==> src/rtl/spi_slave_pkg.sv <==
package spi_slave_pkg;

  localparam int unsigned FRAME_BITS = 8;
  localparam int unsigned SYNC_DEPTH = 2;

  typedef struct packed {
    logic sample;
    logic drive;
  } sck_evt_t;

  // map raw rise/fall onto sample/drive roles for the selected mode
  function automatic sck_evt_t classify_edge(logic cpol, logic cpha, logic rise, logic fall);
    sck_evt_t e;
    logic lead;
    logic trail;
    lead     = cpol ? fall : rise;
    trail    = cpol ? rise : fall;
    e.sample = cpha ? trail : lead;
    e.drive  = cpha ? lead : trail;
    return e;
  endfunction

endpackage

==> src/rtl/spi_sync.sv <==
module spi_sync #(
  parameter int unsigned W      = 3,
  parameter int unsigned STAGES = 2,
  parameter logic [W-1:0] RST_VAL = '0
) (
  input  logic         clk_i,
  input  logic         rst_ni,
  input  logic [W-1:0] d_i,
  output logic [W-1:0] q_o
);

  logic [STAGES:0][W-1:0] chain;

  assign chain[0] = d_i;

  for (genvar g = 0; g < STAGES; g++) begin : g_stage
    always_ff @(posedge clk_i or negedge rst_ni) begin
      if (!rst_ni) chain[g+1] <= RST_VAL;
      else         chain[g+1] <= chain[g];
    end
  end

  assign q_o = chain[STAGES];

endmodule

==> src/rtl/spi_sck_edge.sv <==
module spi_sck_edge
  import spi_slave_pkg::*;
(
  input  logic clk_i,
  input  logic rst_ni,
  input  logic sck_s_i,
  input  logic cpol_i,
  input  logic cpha_i,
  output logic sample_o,
  output logic drive_o
);

  logic     sck_q;
  sck_evt_t evt;

  always_ff @(posedge clk_i or negedge rst_ni) begin
    if (!rst_ni) sck_q <= 1'b0;
    else         sck_q <= sck_s_i;
  end

  always_comb evt = classify_edge(cpol_i, cpha_i, sck_s_i & ~sck_q, ~sck_s_i & sck_q);

  assign sample_o = evt.sample;
  assign drive_o  = evt.drive;

endmodule

==> src/rtl/spi_tx_hold.sv <==
module spi_tx_hold #(
  parameter int unsigned DATA_W = 8,
  parameter logic [DATA_W-1:0] FILL = '1
) (
  input  logic              clk_i,
  input  logic              rst_ni,
  input  logic              wr_en_i,
  input  logic [DATA_W-1:0] wr_data_i,
  input  logic              take_i,
  output logic [DATA_W-1:0] load_data_o,
  output logic              empty_o
);

  logic [DATA_W-1:0] hold_q;
  logic              full_q;

  // a write wins over a take in the same cycle; the take still sees old contents
  always_ff @(posedge clk_i or negedge rst_ni) begin
    if (!rst_ni) begin
      hold_q <= '0;
      full_q <= 1'b0;
    end else if (wr_en_i) begin
      hold_q <= wr_data_i;
      full_q <= 1'b1;
    end else if (take_i) begin
      full_q <= 1'b0;
    end
  end

  assign load_data_o = full_q ? hold_q : FILL;
  assign empty_o     = ~full_q;

endmodule

==> src/rtl/spi_shift_core.sv <==
module spi_shift_core #(
  parameter int unsigned DATA_W = 8,
  parameter int unsigned CNT_W  = 3
) (
  input  logic              clk_i,
  input  logic              rst_ni,
  input  logic              ss_act_i,
  input  logic              cpha_i,
  input  logic              sample_i,
  input  logic              drive_i,
  input  logic              mosi_i,
  input  logic [DATA_W-1:0] load_data_i,
  output logic              take_o,
  output logic              miso_o,
  output logic              busy_o,
  output logic [CNT_W-1:0]  cnt_o,
  output logic [DATA_W-1:0] rx_data_o,
  output logic              rx_done_o
);

  localparam logic [CNT_W-1:0] LAST = CNT_W'(DATA_W - 1);

  logic              ss_prev_q;
  logic              busy_q;
  logic [CNT_W-1:0]  cnt_q;
  logic [DATA_W-1:0] tx_q;
  logic [DATA_W-2:0] rx_q;
  logic              start_sel;
  logic              start_edge;
  logic              shift_en;
  logic              sample_en;

  // phase 0: load on select assertion; phase 1: load on first drive edge
  assign start_sel  = ss_act_i & ~ss_prev_q & ~cpha_i;
  assign start_edge = ss_act_i & cpha_i & ~busy_q & drive_i;
  assign take_o     = start_sel | start_edge;
  assign shift_en   = ss_act_i & busy_q & drive_i;
  assign sample_en  = ss_act_i & busy_q & sample_i;

  always_ff @(posedge clk_i or negedge rst_ni) begin
    if (!rst_ni) begin
      ss_prev_q <= 1'b0;
      busy_q    <= 1'b0;
      cnt_q     <= '0;
      tx_q      <= '0;
      rx_q      <= '0;
      rx_data_o <= '0;
      rx_done_o <= 1'b0;
    end else begin
      ss_prev_q <= ss_act_i;
      rx_done_o <= 1'b0;
      if (!ss_act_i) begin
        busy_q <= 1'b0;
        cnt_q  <= '0;
      end else if (take_o) begin
        tx_q   <= load_data_i;
        busy_q <= 1'b1;
        cnt_q  <= '0;
      end else begin
        if (shift_en) tx_q <= {tx_q[DATA_W-2:0], 1'b0};
        if (sample_en) begin
          if (cnt_q == LAST) begin
            cnt_q     <= '0;
            busy_q    <= 1'b0;
            rx_data_o <= {rx_q, mosi_i};
            rx_done_o <= 1'b1;
          end else begin
            cnt_q <= cnt_q + CNT_W'(1);
            rx_q  <= {rx_q[DATA_W-3:0], mosi_i};
          end
        end
      end
    end
  end

  assign miso_o = tx_q[DATA_W-1];
  assign busy_o = busy_q;
  assign cnt_o  = cnt_q;

endmodule

==> src/rtl/spi_slave_dbtx.sv <==
module spi_slave_dbtx
  import spi_slave_pkg::*;
#(
  parameter int unsigned DATA_W      = FRAME_BITS,
  parameter int unsigned SYNC_STAGES = SYNC_DEPTH,
  parameter logic [DATA_W-1:0] IDLE_FILL = '1
) (
  input  logic              clk_i,
  input  logic              rst_ni,
  input  logic              cpol_i,
  input  logic              cpha_i,
  input  logic [DATA_W-1:0] wr_data_i,
  input  logic              wr_en_i,
  output logic              tx_empty_o,
  output logic [DATA_W-1:0] rx_data_o,
  output logic              rx_done_o,
  input  logic              sck_i,
  input  logic              ss_ni,
  input  logic              mosi_i,
  output logic              miso_o,
  output logic              miso_oe_o
);

  localparam int unsigned CNT_W = $clog2(DATA_W);

  logic [2:0]        pins_s;
  logic              sck_s;
  logic              ss_act;
  logic              mosi_s;
  logic              sample_en;
  logic              drive_en;
  logic              take;
  logic              busy;
  logic [CNT_W-1:0]  bit_cnt;
  logic [DATA_W-1:0] load_data;

  spi_sync #(
    .W      (3),
    .STAGES (SYNC_STAGES),
    .RST_VAL(3'b010)
  ) u_sync (
    .clk_i (clk_i),
    .rst_ni(rst_ni),
    .d_i   ({sck_i, ss_ni, mosi_i}),
    .q_o   (pins_s)
  );

  assign sck_s  = pins_s[2];
  assign ss_act = ~pins_s[1];
  assign mosi_s = pins_s[0];

  spi_sck_edge u_edge (
    .clk_i   (clk_i),
    .rst_ni  (rst_ni),
    .sck_s_i (sck_s),
    .cpol_i  (cpol_i),
    .cpha_i  (cpha_i),
    .sample_o(sample_en),
    .drive_o (drive_en)
  );

  spi_tx_hold #(
    .DATA_W(DATA_W),
    .FILL  (IDLE_FILL)
  ) u_hold (
    .clk_i      (clk_i),
    .rst_ni     (rst_ni),
    .wr_en_i    (wr_en_i),
    .wr_data_i  (wr_data_i),
    .take_i     (take),
    .load_data_o(load_data),
    .empty_o    (tx_empty_o)
  );

  spi_shift_core #(
    .DATA_W(DATA_W),
    .CNT_W (CNT_W)
  ) u_core (
    .clk_i      (clk_i),
    .rst_ni     (rst_ni),
    .ss_act_i   (ss_act),
    .cpha_i     (cpha_i),
    .sample_i   (sample_en),
    .drive_i    (drive_en),
    .mosi_i     (mosi_s),
    .load_data_i(load_data),
    .take_o     (take),
    .miso_o     (miso_o),
    .busy_o     (busy),
    .cnt_o      (bit_cnt),
    .rx_data_o  (rx_data_o),
    .rx_done_o  (rx_done_o)
  );

  assign miso_oe_o = ss_act;

endmodule

==> config.mk <==
export PLATFORM = sky130hd
export DESIGN_NAME = spi_slave_dbtx
export DESIGN_NICKNAME = d
export VERILOG_FILES = /design/src/rtl/spi_slave_pkg.sv /design/src/rtl/spi_sync.sv /design/src/rtl/spi_sck_edge.sv /design/src/rtl/spi_tx_hold.sv /design/src/rtl/spi_shift_core.sv /design/src/rtl/spi_slave_dbtx.sv
export SDC_FILE = /design/constraint.sdc
export NUM_CORES = 1
export LEC_CHECK = 0
export ABC_CLOCK_PERIOD_IN_PS = 5400
export BUFFER_PORTS_ARGS = -buffer_cell sky130_fd_sc_hd__buf_2
export CORE_UTILIZATION = 45
export CTS_CLUSTER_SIZE = 16
export DETAILED_ROUTE_END_ITERATION = 6
export GPL_TIMING_DRIVEN = 0
export HOLD_SLACK_MARGIN = 0.12
export MAX_ROUTING_LAYER = met4
export PLACE_DENSITY = 0.65
export SETUP_SLACK_MARGIN = 0.15
export SLEW_MARGIN = 25
export SYNTH_ARGS = -nofsm -noshare
export SYNTH_HDL_FRONTEND = slang
export SYNTH_SLANG_ARGS = --single-unit
==> constraint.sdc <==
create_clock -name clk_i -period 5.4 [get_ports clk_i]
set_input_delay 0 -clock clk_i [delete_from_list [all_inputs] [get_ports clk_i]]
set_output_delay 0 -clock clk_i [all_outputs]
set_load 0.05 [all_outputs]
==> results.yml <==
sta:
  finalCritPeriodShare_pct: 35.6
  timing.fmax_mhz: 520
  slew_headroom_pct: 56.8
  maxSlewViolCount: 0
  fin_ws_ns: 3.48
  finalSetupTns_ns: 0
  fin_skew_ns: 0.00523
  tightest_slew_ns: 0.635
  finalHoldViolations: 0
  fin_hold_ws_ns: 0.152
  rsz0062_at_grt: "false"
  layout_min_cycle_time_ns: 1.92
  setup_viol: 0
layout:
  nNetsFinal: 192
  antenna_cells: 0
  nFillCells: 328
  drive_gt1_share_pct: 38.9
  area_growth_pct: 22.1
logic_synthesis:
  synth.avg_cell_area_sq_um: 14.5
  synth_area_sq_mm: 0.00186
  synth.yosys.seq_area_share_pct: 60.5
  synth_cell_type_count: 32
  ys_warn_count: 0
  ys_seq_elements: 45
  synth_nets: 147
  synthCells: 129
clock_tree:
  insertion_delay_ns: 0.29
  htreeDepth: 2
  clock-root-buffer: "clkbuf_8"
  ctsResizeCount: 0
  clock_sinks: 45
  numCtsBuffers: 5
  cts_tree: "yes"
  clockBufferDepth: 2
  path_clk_slew_ns: 0.08
worst_setup_path:
  cp.arrival_ns: 2.10
  worst-path-max-fanout: 8
  cpPeakStageDelay_ns: 0.60
  start_kind: "flip-flop"
  path_cells: "and4bb_1, mux2_4, and4b_1, buf_6, mux2_4"
  reg2reg_depth: 5
  r2r-start: "u_sync.q_o[1]"
  critPathTopFamily: "multiplexers"
  end_kind: "flip-flop"
  r2r-end: "u_core.rx_q[6]"
  crit_required_ns: 5.58
  reg2reg_setup_slack_ns: 3.48
  crit_buf_inv: 1
  cp_slowest_cell: "dfstp_2"
  crit_type: "reg2reg"
  crit_top_cell: "mux2_4"
placed_design:
  io_buffers: 26
  pre_cts_ws_ns: 3.50
  place.gp.congestion: 0.717
  hpwlAfterDp_um: 2030
min_path:
  whs_path_depth: 2
  holdPathEnd: "u_hold.full_q"
  hold_path.class: "in2reg"
  worstHoldStart: "wr_en_i"
floorplan:
  start_util_pct: 46.6
  die-area_sq_mm: 0.00440
  fp.dieH_um: 66.4
  fp-row-count: 23
  core_sq_mm: 0.00400
  die_w_um: 66.4
  pin_count: 28
run:
  drv_cap: 0
global_route:
  grt_max_degree: 46
  grt_pass1_vias: 1083
  antenna_found_initial: 0
  grt_pass1_wl_um: 4730
  grt_overflow_total: 0
  grt_usage_pct: 15.4
status:
  status: "complete, no violations"
power_and_ir_drop:
  power_density_mw_per_mm2: 308
  peakVddDrop_uv: 191
  power.leakage_nw: 1.12
detailed_routing:
  firstDrtPassIters: 3
  routed_via_density: 5.02
  drc: 0
  wire_per_inst_um: 12.8
  wirelength_um: 2880
  postRouteAntennaNets: 0
  vias: 1130
  first_iter_violations: 37
[placed cells by master, fill, tap and decap left out, types with 2 or more instances in the layout]
cell type and n:
buf_2 27, dfrtp_1 43, clkbuf_8 6, mux2i_1 9
dfstp_2 2, a211oi_1 7, a21oi_1 8, mux2_4 8
dlygate4sd3_1 12, nor3_1 3, mux2_2 16, nor2_1 3
clkbuf_1 2, inv_1 3, ha_1 2, nand2_1 3
[cell type report]
cell class              instances  area (sq um)  area share (%)
inverters                       4          15.0           0.660
well taps                      50          62.6            2.75
multi-input cells              75           692            30.4
clock buffers                   6          82.6            3.63
flip-flops and latches         45          1130            49.6
clock inverters                 2          13.8           0.605
repair buffers                 38           253            11.1
plain buffers                   5          28.8            1.26
[how the worst max path moves through the flow]
stage,from,to,cells past startpoint
after floorplan,u_sync.q_o[1],u_core.rx_q[0],5
after CTS,u_sync.q_o[1],u_core.rx_q[6],5
after detailed placement,u_sync.q_o[1],u_core.rx_q[3],5
after global placement,u_sync.q_o[1],u_core.rx_q[0],5
after global routing,u_sync.q_o[1],u_core.tx_q[5],4
final,u_sync.q_o[1],u_core.rx_q[6],5
[cell families after synthesis]
family,synth area share (%)
flip-flops,60.5
multiplexers,21.7
AO/OA/AOI/OAI,6.51
AND/OR/NAND/NOR,7.11
buffers and inverters,2.35
adder cells (fa/ha/maj),1.34
XOR/XNOR,0.470
[per-layer routing]
layer / share of wire, % / routed length (um) / global-route usage [%]
met1: 45 / 1300 / 17.4
met2: 49 / 1400 / 24.6
met4: 2.0 / 57 / 7.98
met3: 4.1 / 118 / 4.66
met5: 0 / 0 / -
[synthesized netlist by cell type, drive strengths merged]
cell    instances  area (sq um)
dfrtp          43          1080
mux2           24           300
mux2i          10           104
a21oi           8          40.0
a211oi          7          52.6
buf             3          21.3
inv             3          11.3
nand2           3          11.3
nor2            3          11.3
nor3            3          15.0
and4bb          2          28.8
clkbuf          2          7.51
dfstp           2          52.6
ha              2          25.0
nand4           2          18.8
a21o            1          7.51
a31o            1          8.76
and2            1          6.26
and3b           1          8.76
and4b           1          10.0
clkinv          1          3.75
nor2b           1          6.26
nor3b           1          7.51
o211ai          1          7.51
o21ai           1          5.00
or3b            1          8.76
xnor2           1          8.76
[power by group]
part           total (mW)  leakage, nW  internal (mW)  switching, mW
sequential          0.397        0.557          0.374         0.0227
combinational      0.0935        0.512         0.0502         0.0433
clock               0.210       0.0512          0.104          0.107
total               0.701         1.12          0.528          0.173
[metrics by stage]
stage	total power [mW]	std cells	area, sq um	utilization, %
finish	0.701	225	2280	56.9
CTS	0.712	225	2270	56.8
global route	0.738	225	2280	56.9
detailed placement	0.492	205	2060	51.4
floorplan	0.463	129	1860	-
global placement	0.486	205	2060	51.4
[registers in the layout (all words and copies together), names as in the netlist]
signal	count
u_core.tx_q	8
u_hold.hold_q	8
u_edge.sck_q	1
u_sync.chain	3
u_core.cnt_o	3
u_hold.full_q	1
u_core.ss_prev_q	1
u_core.rx_data_o	8
u_core.rx_done_o	1
u_core.rx_q	7
u_sync.q_o	3
u_core.busy_o	1
[timing repair]
| action | 4_1_cts | 5_1_grt |
|---|---|---|
| hold endpoints to repair | 54 | 0 |
| buffers inserted | 0 | 0 |
| hold buffers | 12 | 0 |
Power figures use the tool's default switching activity.
